### src/rtl/crb_pkg.sv
package crb_pkg;
  localparam int ADDR_W   = 10;
  localparam int DATA_W   = 16;
  localparam int LINE_W   = 8;
  localparam int KEY_W    = 10;
  localparam int DSTAT_W  = 3;
  localparam int SSTAT_W  = 4;
  localparam int BG_N     = 2;
  localparam int SND_CH_N = 4;
  localparam int DMA_N    = 4;
  localparam int TMR_N    = 4;
  localparam int SND_EN_BIT = 7;

  localparam int IX_DCTL  = 0;
  localparam int IX_DSTAT = 1;
  localparam int IX_BG    = 2;
  localparam int IX_SCH   = IX_BG + 4 * BG_N;
  localparam int IX_SMIX  = IX_SCH + SND_CH_N;
  localparam int IX_SMST  = IX_SMIX + 1;
  localparam int IX_SBIAS = IX_SMST + 1;
  localparam int IX_DMA   = IX_SBIAS + 1;
  localparam int IX_TMR   = IX_DMA + DMA_N;
  localparam int N_PLAIN  = IX_TMR + TMR_N;

  localparam logic [ADDR_W-1:0] A_DCTL  = 10'h000;
  localparam logic [ADDR_W-1:0] A_DSTAT = 10'h002;
  localparam logic [ADDR_W-1:0] A_LINE  = 10'h004;
  localparam logic [ADDR_W-1:0] A_BG    = 10'h010;
  localparam logic [ADDR_W-1:0] A_SCH   = 10'h040;
  localparam logic [ADDR_W-1:0] A_SMIX  = 10'h048;
  localparam logic [ADDR_W-1:0] A_SMST  = 10'h04A;
  localparam logic [ADDR_W-1:0] A_SBIAS = 10'h04C;
  localparam logic [ADDR_W-1:0] A_DMA   = 10'h060;
  localparam logic [ADDR_W-1:0] A_TMR   = 10'h080;
  localparam logic [ADDR_W-1:0] A_KEYS  = 10'h100;
  localparam logic [ADDR_W-1:0] A_IRQ   = 10'h200;
  localparam logic [ADDR_W-1:0] A_DBG   = 10'h300;

  localparam logic [DATA_W-1:0] DBG_KEY  = 16'hC0DE;
  localparam logic [DATA_W-1:0] DBG_SIGN = 16'h1DEA;

  typedef enum logic [1:0] {RD_PLAIN, RD_SND_GATED, RD_NONE} rd_kind_e;

  typedef struct packed {
    logic [ADDR_W-1:0] addr;
    logic [DATA_W-1:0] rst;
    logic [DATA_W-1:0] mask;
    rd_kind_e          kind;
  } reg_desc_t;

  function automatic reg_desc_t reg_desc(input int idx);
    reg_desc_t d;
    int k;
    d.addr = '0;
    d.rst  = '0;
    d.mask = '1;
    d.kind = RD_PLAIN;
    if (idx == IX_DCTL) begin
      d.addr = A_DCTL;
      d.rst  = 16'h0080;
    end else if (idx == IX_DSTAT) begin
      d.addr = A_DSTAT;
      d.mask = 16'hFFF8;
    end else if (idx < IX_SCH) begin
      k = idx - IX_BG;
      d.addr = A_BG + ADDR_W'(2 * k);
      d.rst  = ((k % 4 == 0) || (k % 4 == 3)) ? 16'h0100 : 16'h0000;
    end else if (idx < IX_SMIX) begin
      d.addr = A_SCH + ADDR_W'(2 * (idx - IX_SCH));
      d.kind = RD_SND_GATED;
    end else if (idx == IX_SMIX) begin
      d.addr = A_SMIX;
      d.kind = RD_SND_GATED;
    end else if (idx == IX_SMST) begin
      d.addr = A_SMST;
      d.mask = 16'h0001 << SND_EN_BIT;
    end else if (idx == IX_SBIAS) begin
      d.addr = A_SBIAS;
      d.rst  = 16'h0200;
    end else if (idx < IX_TMR) begin
      d.addr = A_DMA + ADDR_W'(4 * (idx - IX_DMA));
      d.kind = RD_NONE;
    end else begin
      d.addr = A_TMR + ADDR_W'(4 * (idx - IX_TMR));
      d.mask = 16'h00C7;
    end
    return d;
  endfunction
endpackage

### src/rtl/crb_lane_merge.sv
module crb_lane_merge #(
  parameter int DATA_W = 16
) (
  input  logic              byte_i,
  input  logic              lane_i,
  input  logic [DATA_W-1:0] wdata_i,
  input  logic [DATA_W-1:0] cur_i,
  output logic [DATA_W-1:0] merged_o,
  output logic [DATA_W-1:0] lane_only_o
);
  localparam int LANE_W = DATA_W / 2;

  always_comb begin
    merged_o    = wdata_i;
    lane_only_o = wdata_i;
    if (byte_i) begin
      if (lane_i) begin
        merged_o    = {wdata_i[LANE_W-1:0], cur_i[LANE_W-1:0]};
        lane_only_o = {wdata_i[LANE_W-1:0], {LANE_W{1'b0}}};
      end else begin
        merged_o    = {cur_i[DATA_W-1:LANE_W], wdata_i[LANE_W-1:0]};
        lane_only_o = {{LANE_W{1'b0}}, wdata_i[LANE_W-1:0]};
      end
    end
  end
endmodule

### src/rtl/crb_field_reg.sv
module crb_field_reg #(
  parameter int                 DATA_W = 16,
  parameter logic [DATA_W-1:0]  RST    = '0,
  parameter logic [DATA_W-1:0]  MASK   = '1
) (
  input  logic              clk_i,
  input  logic              rst_ni,
  input  logic              we_i,
  input  logic [DATA_W-1:0] d_i,
  output logic [DATA_W-1:0] q_o
);
  always_ff @(posedge clk_i or negedge rst_ni) begin
    if (!rst_ni)   q_o <= RST;
    else if (we_i) q_o <= d_i & MASK;
  end
endmodule

### src/rtl/crb_irq_flags.sv
module crb_irq_flags #(
  parameter int W = 16
) (
  input  logic         clk_i,
  input  logic         rst_ni,
  input  logic         clr_we_i,
  input  logic [W-1:0] clr_i,
  input  logic [W-1:0] set_i,
  output logic [W-1:0] flags_o
);
  logic [W-1:0] clr_eff;
  assign clr_eff = clr_we_i ? clr_i : '0;

  // set dominates a same-cycle clear
  always_ff @(posedge clk_i or negedge rst_ni) begin
    if (!rst_ni) flags_o <= '0;
    else         flags_o <= (flags_o & ~clr_eff) | set_i;
  end
endmodule

### src/rtl/ctrl_reg_bank.sv
module ctrl_reg_bank
  import crb_pkg::*;
(
  input  logic                    clk_i,
  input  logic                    rst_ni,
  input  logic [ADDR_W-1:0]       addr_i,
  input  logic [DATA_W-1:0]       wdata_i,
  input  logic                    wr_half_i,
  input  logic                    wr_byte_i,
  input  logic                    rd_i,
  output logic [DATA_W-1:0]       rdata_o,
  input  logic [DATA_W-1:0]       irq_req_i,
  input  logic [DSTAT_W-1:0]      disp_status_i,
  input  logic [SSTAT_W-1:0]      snd_status_i,
  input  logic [LINE_W-1:0]       line_i,
  input  logic [KEY_W-1:0]        keys_ni,
  output logic [DATA_W-1:0]       irq_flags_o,
  output logic                    snd_enable_o,
  output logic                    debug_en_o,
  output logic [DMA_N*DATA_W-1:0] dma_count_o
);
  localparam int HW = ADDR_W - 1;

  logic              wr_any, byte_mode;
  logic [HW-1:0]     hw_addr;
  logic [N_PLAIN-1:0] hit;
  logic [DATA_W-1:0] q       [N_PLAIN];
  logic [DATA_W-1:0] rd_part [N_PLAIN];
  logic [DATA_W-1:0] cur, merged, lane_only, rd_val;
  logic [KEY_W-1:0]  key_q;
  logic              dbg_q, snd_en;

  assign wr_any    = wr_half_i | wr_byte_i;
  assign byte_mode = wr_byte_i & ~wr_half_i;
  assign hw_addr   = addr_i[ADDR_W-1:1];
  assign snd_en    = q[IX_SMST][SND_EN_BIT];

  always_comb begin
    cur = '0;
    for (int i = 0; i < N_PLAIN; i++) if (hit[i]) cur |= q[i];
  end

  crb_lane_merge #(.DATA_W(DATA_W)) u_merge (
    .byte_i     (byte_mode),
    .lane_i     (addr_i[0]),
    .wdata_i    (wdata_i),
    .cur_i      (cur),
    .merged_o   (merged),
    .lane_only_o(lane_only)
  );

  for (genvar g = 0; g < N_PLAIN; g++) begin : g_reg
    localparam reg_desc_t D = reg_desc(g);
    assign hit[g] = (hw_addr == D.addr[ADDR_W-1:1]);
    crb_field_reg #(.DATA_W(DATA_W), .RST(D.rst), .MASK(D.mask)) u_reg (
      .clk_i (clk_i),
      .rst_ni(rst_ni),
      .we_i  (wr_any & hit[g]),
      .d_i   (merged),
      .q_o   (q[g])
    );
    if (D.kind == RD_NONE) begin : g_wo
      assign rd_part[g] = '0;
    end else if (D.kind == RD_SND_GATED) begin : g_gated
      assign rd_part[g] = (hit[g] && snd_en) ? q[g] : '0;
    end else begin : g_plain
      assign rd_part[g] = hit[g] ? q[g] : '0;
    end
  end

  for (genvar k = 0; k < DMA_N; k++) begin : g_dma
    assign dma_count_o[k*DATA_W +: DATA_W] = q[IX_DMA + k];
  end

  crb_irq_flags #(.W(DATA_W)) u_irq (
    .clk_i   (clk_i),
    .rst_ni  (rst_ni),
    .clr_we_i(wr_any && hw_addr == A_IRQ[ADDR_W-1:1]),
    .clr_i   (lane_only),
    .set_i   (irq_req_i),
    .flags_o (irq_flags_o)
  );

  always_ff @(posedge clk_i or negedge rst_ni) begin
    if (!rst_ni) begin
      key_q <= '1;
      dbg_q <= 1'b0;
    end else begin
      key_q <= keys_ni;
      if (wr_any && hw_addr == A_DBG[ADDR_W-1:1]) dbg_q <= (merged == DBG_KEY);
    end
  end

  always_comb begin
    rd_val = '0;
    for (int i = 0; i < N_PLAIN; i++) rd_val |= rd_part[i];
    if (hit[IX_DSTAT]) rd_val |= {{(DATA_W-DSTAT_W){1'b0}}, disp_status_i};
    if (hit[IX_SMST])  rd_val |= {{(DATA_W-SSTAT_W){1'b0}}, snd_status_i};
    if (hw_addr == A_LINE[ADDR_W-1:1]) rd_val = {{(DATA_W-LINE_W){1'b0}}, line_i};
    if (hw_addr == A_KEYS[ADDR_W-1:1]) rd_val = {{(DATA_W-KEY_W){1'b0}}, key_q};
    if (hw_addr == A_IRQ[ADDR_W-1:1])  rd_val = irq_flags_o;
    if (hw_addr == A_DBG[ADDR_W-1:1])  rd_val = dbg_q ? DBG_SIGN : '0;
  end

  always_ff @(posedge clk_i or negedge rst_ni) begin
    if (!rst_ni)   rdata_o <= '0;
    else if (rd_i) rdata_o <= rd_val;
  end

  assign snd_enable_o = snd_en;
  assign debug_en_o   = dbg_q;
endmodule

### config.mk
export PLATFORM = sky130hd
export DESIGN_NAME = ctrl_reg_bank
export DESIGN_NICKNAME = d
export VERILOG_FILES = /design/src/rtl/crb_pkg.sv /design/src/rtl/crb_lane_merge.sv /design/src/rtl/crb_field_reg.sv /design/src/rtl/crb_irq_flags.sv /design/src/rtl/ctrl_reg_bank.sv
export SDC_FILE = /design/constraint.sdc
export NUM_CORES = 1
export LEC_CHECK = 0
export ABC_AREA = 1
export BUFFER_PORTS_ARGS = -buffer_cell sky130_fd_sc_hd__buf_2
export CORE_MARGIN = 2
export CORE_UTILIZATION = 30
export DETAILED_ROUTE_END_ITERATION = 10
export GPL_TIMING_DRIVEN = 0
export SYNTH_ARGS = -nofsm -noshare
export SYNTH_HDL_FRONTEND = slang
export SYNTH_SLANG_ARGS = --single-unit
export TNS_END_PERCENT = 100
### constraint.sdc
create_clock -name clk_i -period 2 [get_ports clk_i]
set_input_delay 0.1 -clock clk_i [delete_from_list [all_inputs] [get_ports clk_i]]
set_output_delay 0.1 -clock clk_i [all_outputs]
set_load 0.005 [all_outputs]
==> qor.json <==
{
  "run_status": {
    "outcome": "finished clean"
  },
  "die": {
    "die_x_microns": 252,
    "die-area_sq_um": 63400,
    "io_pins": 170,
    "floorplan.core_area_sq_um": 60600,
    "row_count": 90,
    "floorplan.initialDensity": 0.304,
    "floorplan.die.height_microns": 252
  },
  "power_and_ir_drop": {
    "clock_power_share": 0.469,
    "combPwrFrac": 0.081,
    "power.leakage_nw": 12.4,
    "swShare": 0.254,
    "worst_ir_drop_vdd_mv": 0.622,
    "net-switching-power_mw": 4.64,
    "seq_power_share": 0.451,
    "totalPowerFinal_mw": 18.3,
    "power_report.internal_total_mw": 13.6,
    "powerDensity_nw_per_um2": 782
  },
  "grt": {
    "overflow_after_grt": 0,
    "grt_max_degree": 109,
    "grt_antenna_before_repair": 5,
    "grt_usage": 0.240,
    "vias_in_the_first_global_route": 17200,
    "grt_first_pass_wirelength_microns": 113000
  },
  "clocking": {
    "clkSlewWorstSetupHoldPaths_ns": 0.06,
    "deepest_clock_path_buffer_count": 3,
    "cts_sinks": 381,
    "cts_root_buf": "clkbuf_16",
    "worstSkewPairLatency_ns": 0.59,
    "tritoncts": "yes",
    "number_of_levels_the_h_tree_was_split_into": 2,
    "tritoncts.num_buffers": 43
  },
  "worst_setup_path": {
    "timing.critical_path.to_type": "register",
    "critPathLaunchType": "input pin",
    "timing.setup.critical_path_class": "in2reg",
    "worst-endpoint-required_ns": 2.47,
    "critical_path_arrival_ns": 2.46,
    "timing.critical_path.fanout_max": 10
  },
  "finish": {
    "drive_above_1_share": 0.213,
    "finalCoreUtilization": 0.386,
    "finalInstanceArea_sq_um": 23400,
    "fin_nets": 2726,
    "area_growth_pct": 26.9,
    "post_layout_nonfiller_instances": 3470
  },
  "place": {
    "buffer_ports.inserted": 169,
    "dpl_worst_slack_ns": -1.39,
    "postPlaceCellArea_sq_um": 20300,
    "post-dp-hpwl_microns": 56100,
    "finalWeightedCongestion": 0.977,
    "dp.cells": 3306
  },
  "timing": {
    "tightest_slew_ns": 1.03,
    "timing.final.ws_setup_ns": 0.0124,
    "finalWorstPathRequiredPeriod_ns": 1.99,
    "drv_slew": 0,
    "clock_skews_ns": 0.0139,
    "finalHoldWorstSlack_ns": 0.0175,
    "setup_viol_count_final": 0,
    "timing.setup.tns_ns": 0,
    "final_hold_viol_count": 0,
    "fmaxAchievable_mhz": 503,
    "slew-limit-headroom": 0.312,
    "unrepaired_setup_endpoints_after_global_routing": "yes",
    "final.period_utilization": 0.994
  },
  "synth": {
    "yosys_register_bits": 381,
    "synth_largest_area_cell": "dfrtp_1",
    "synth-warning-count": 0,
    "synth_cell_type_count": 38,
    "top_reg_cell_synth": "dfrtp_1",
    "synth_sequential_area_ratio": 0.518,
    "synth_nets": 2424,
    "async_flop_share": 1.00,
    "synth_area_sq_um": 18400,
    "synth_cells": 2352,
    "avgSynthCellArea_sq_um": 7.83,
    "synthDominantCellAreaShare": 0.496,
    "synth_area_leaders": "dfrtp_1 (50%), nand2_1 (18%), nor2_1 (5.1%)",
    "synth-edff-count": 0
  },
  "routing": {
    "wl_microns": 77400,
    "drc": 0,
    "antenna_violating_nets_post_route": 0,
    "drtIter0Drc": 2339,
    "detailroute.via_count": 18200,
    "avgViaCountPerCell": 5.25,
    "route.detailed.wl_per_inst_microns": 22.3,
    "dr.pass1.iters": 6
  },
  "worst_hold_path": {
    "worstHoldPathType": "in2reg"
  },
  "job": {
    "timing.max_cap.violations": 0
  }
}
## per-layer routing
| metal | vias to the layer above | share of wire | track usage | routed length (microns) |
|---|---|---|---|---|
| met1 | 8951 | 0.43 | 0.345 | 33200 |
| met3 | 183 | 0.11 | 0.0560 | 8490 |
| met2 | 951 | 0.42 | 0.350 | 32800 |
| met4 | 4 | 0.037 | 0.0889 | 2830 |
| li1 | 8134 | - | - | - |
| met5 | - | 0.00040 | 0 | 31 |
## final cells by class
class | instances | area, sq um
Antenna cell | 1 | 2.50
Buffer | 104 | 656
Clock buffer | 60 | 1240
Clock inverter | 18 | 248
Fill cell | 6248 | 37200
Inverter | 177 | 681
Multi-Input combinational cell | 1689 | 8230
Sequential cell | 381 | 9560
Tap cell | 782 | 978
Timing Repair Buffer | 258 | 1790
## path summary, 6_finish.rpt
kind / endpoint / startpoint / slack (ns) / depth (start not counted)
setup / recovery: g_reg[7].u_reg.q_o[2]$_DFFE_PN0P_ / addr_i[4] / 0.01 / 17
hold / removal: u_irq.flags_o[8]$_DFF_PN0_ / wdata_i[8] / 0.02 / 4
setup reg to reg: g_reg[19].u_reg.q_o[3]$_DFFE_PN0P_ / g_reg[1].u_reg.q_o[3]$_DFFE_PN0P_ / 0.03 / 10
hold reg to reg: g_reg[2].u_reg.q_o[8]$_DFFE_PN1P_ / g_reg[2].u_reg.q_o[8]$_DFFE_PN1P_ / 0.47 / 2
max in group asynchronous: g_reg[18].u_reg.q_o[2]$_DFFE_PN0P_ / rst_ni / 0.47 / 4
min in group asynchronous: g_reg[3].u_reg.q_o[8]$_DFFE_PN0P_ / rst_ni / 0.07 / 2
## power groups by stage
stage	registers, mW	logic, mW	clock network (mW)
finish	8.24	1.47	8.57
global route	8.27	1.59	8.91
CTS	8.23	1.38	8.61
detailed placement	8.37	1.24	0
global placement	8.37	1.21	0
floorplan	8.31	0.579	0
## layout by cell type (no fill, tap or decap), drive strengths merged
master         synthesis  layout
o211a                  1       1
a21oi                 27      27
o211ai                 2       2
o2111ai                5       5
clkdlybuf4s15          0       2
buf                   53     255
nand3b                 1       1
inv                  174     172
clkbuf                52     121
dfrtp                365     365
nand2                911     911
dlygate4sd3            0      44
mux2                  66      66
a211oi                 2       2
diode                  0       1
dfstp                 16      16
a31oi                 38      38
a21boi                 1       1
clkinv                 3      11
o221ai                 1       1
o21bai                10      10
a22oi                  9       9
nand3                171     171
o31ai                  1       1
o22ai                  8       8
o21a                   3       3
nor2                 265     265
nand4                 29      29
clkinvlp               0       6
o21ai                123     123
bufinv                 0       6
nor3                  15      15
## timing repair
item / 4_1_cts / 5_1_grt
endpoints found under the setup margin: 348 / 292
endpoints found under the hold margin: 126 / 1
hold buffers: 43 / 1
gates resized for setup: 98 / 131
pin swaps: 6 / 18
buffers inserted: 16 / 26
## worst max-delay path, stage by stage
cell,delay [ns]
buf_2,0.18
nor2_4,0.05
buf_12,0.14
inv_2,0.15
nor2_4,0.05
buf_4,0.16
buf_4,0.21
nand3_1,0.14
nand2_1,0.06
nor2_1,0.16
nand2_1,0.08
nor2_1,0.15
nand2_1,0.07
nand2_1,0.19
nand2_2,0.12
buf_6,0.18
mux2_2,0.27
## sequential cells by signal, summed over array words and instances, names as in the netlist
register       cells
g.u_reg.q_o      338
u_irq.flags_o     16
key_q             10
rdata_o           16
debug_en_o         1
## kinds of logic after synthesis
logic type      synth area share
mux                       0.0403
buf+inv                   0.0621
flops                      0.518
compound gates            0.0712
simple gates               0.308
## cell usage after synthesis, types with 2 or more instances
cell and instances:
a211oi_1 2, a21oi_1 27, a22oi_1 9, a31oi_1 38, buf_1 6, buf_2 39
buf_4 6, buf_6 2, clkbuf_1 52, clkinv_1 3, dfrtp_1 365, dfstp_2 16
inv_1 159, inv_2 15, mux2_2 66, nand2_1 890, nand2_2 20, nand3_1 167
nand3_2 4, nand4_1 29, nor2_1 252, nor2_2 8, nor2_4 5, nor3_1 14
o2111ai_1 5, o211ai_1 2, o21a_1 3, o21ai_0 118, o21ai_1 5, o21bai_1 10
o22ai_1 8
Power figures use the tool's default switching activity.
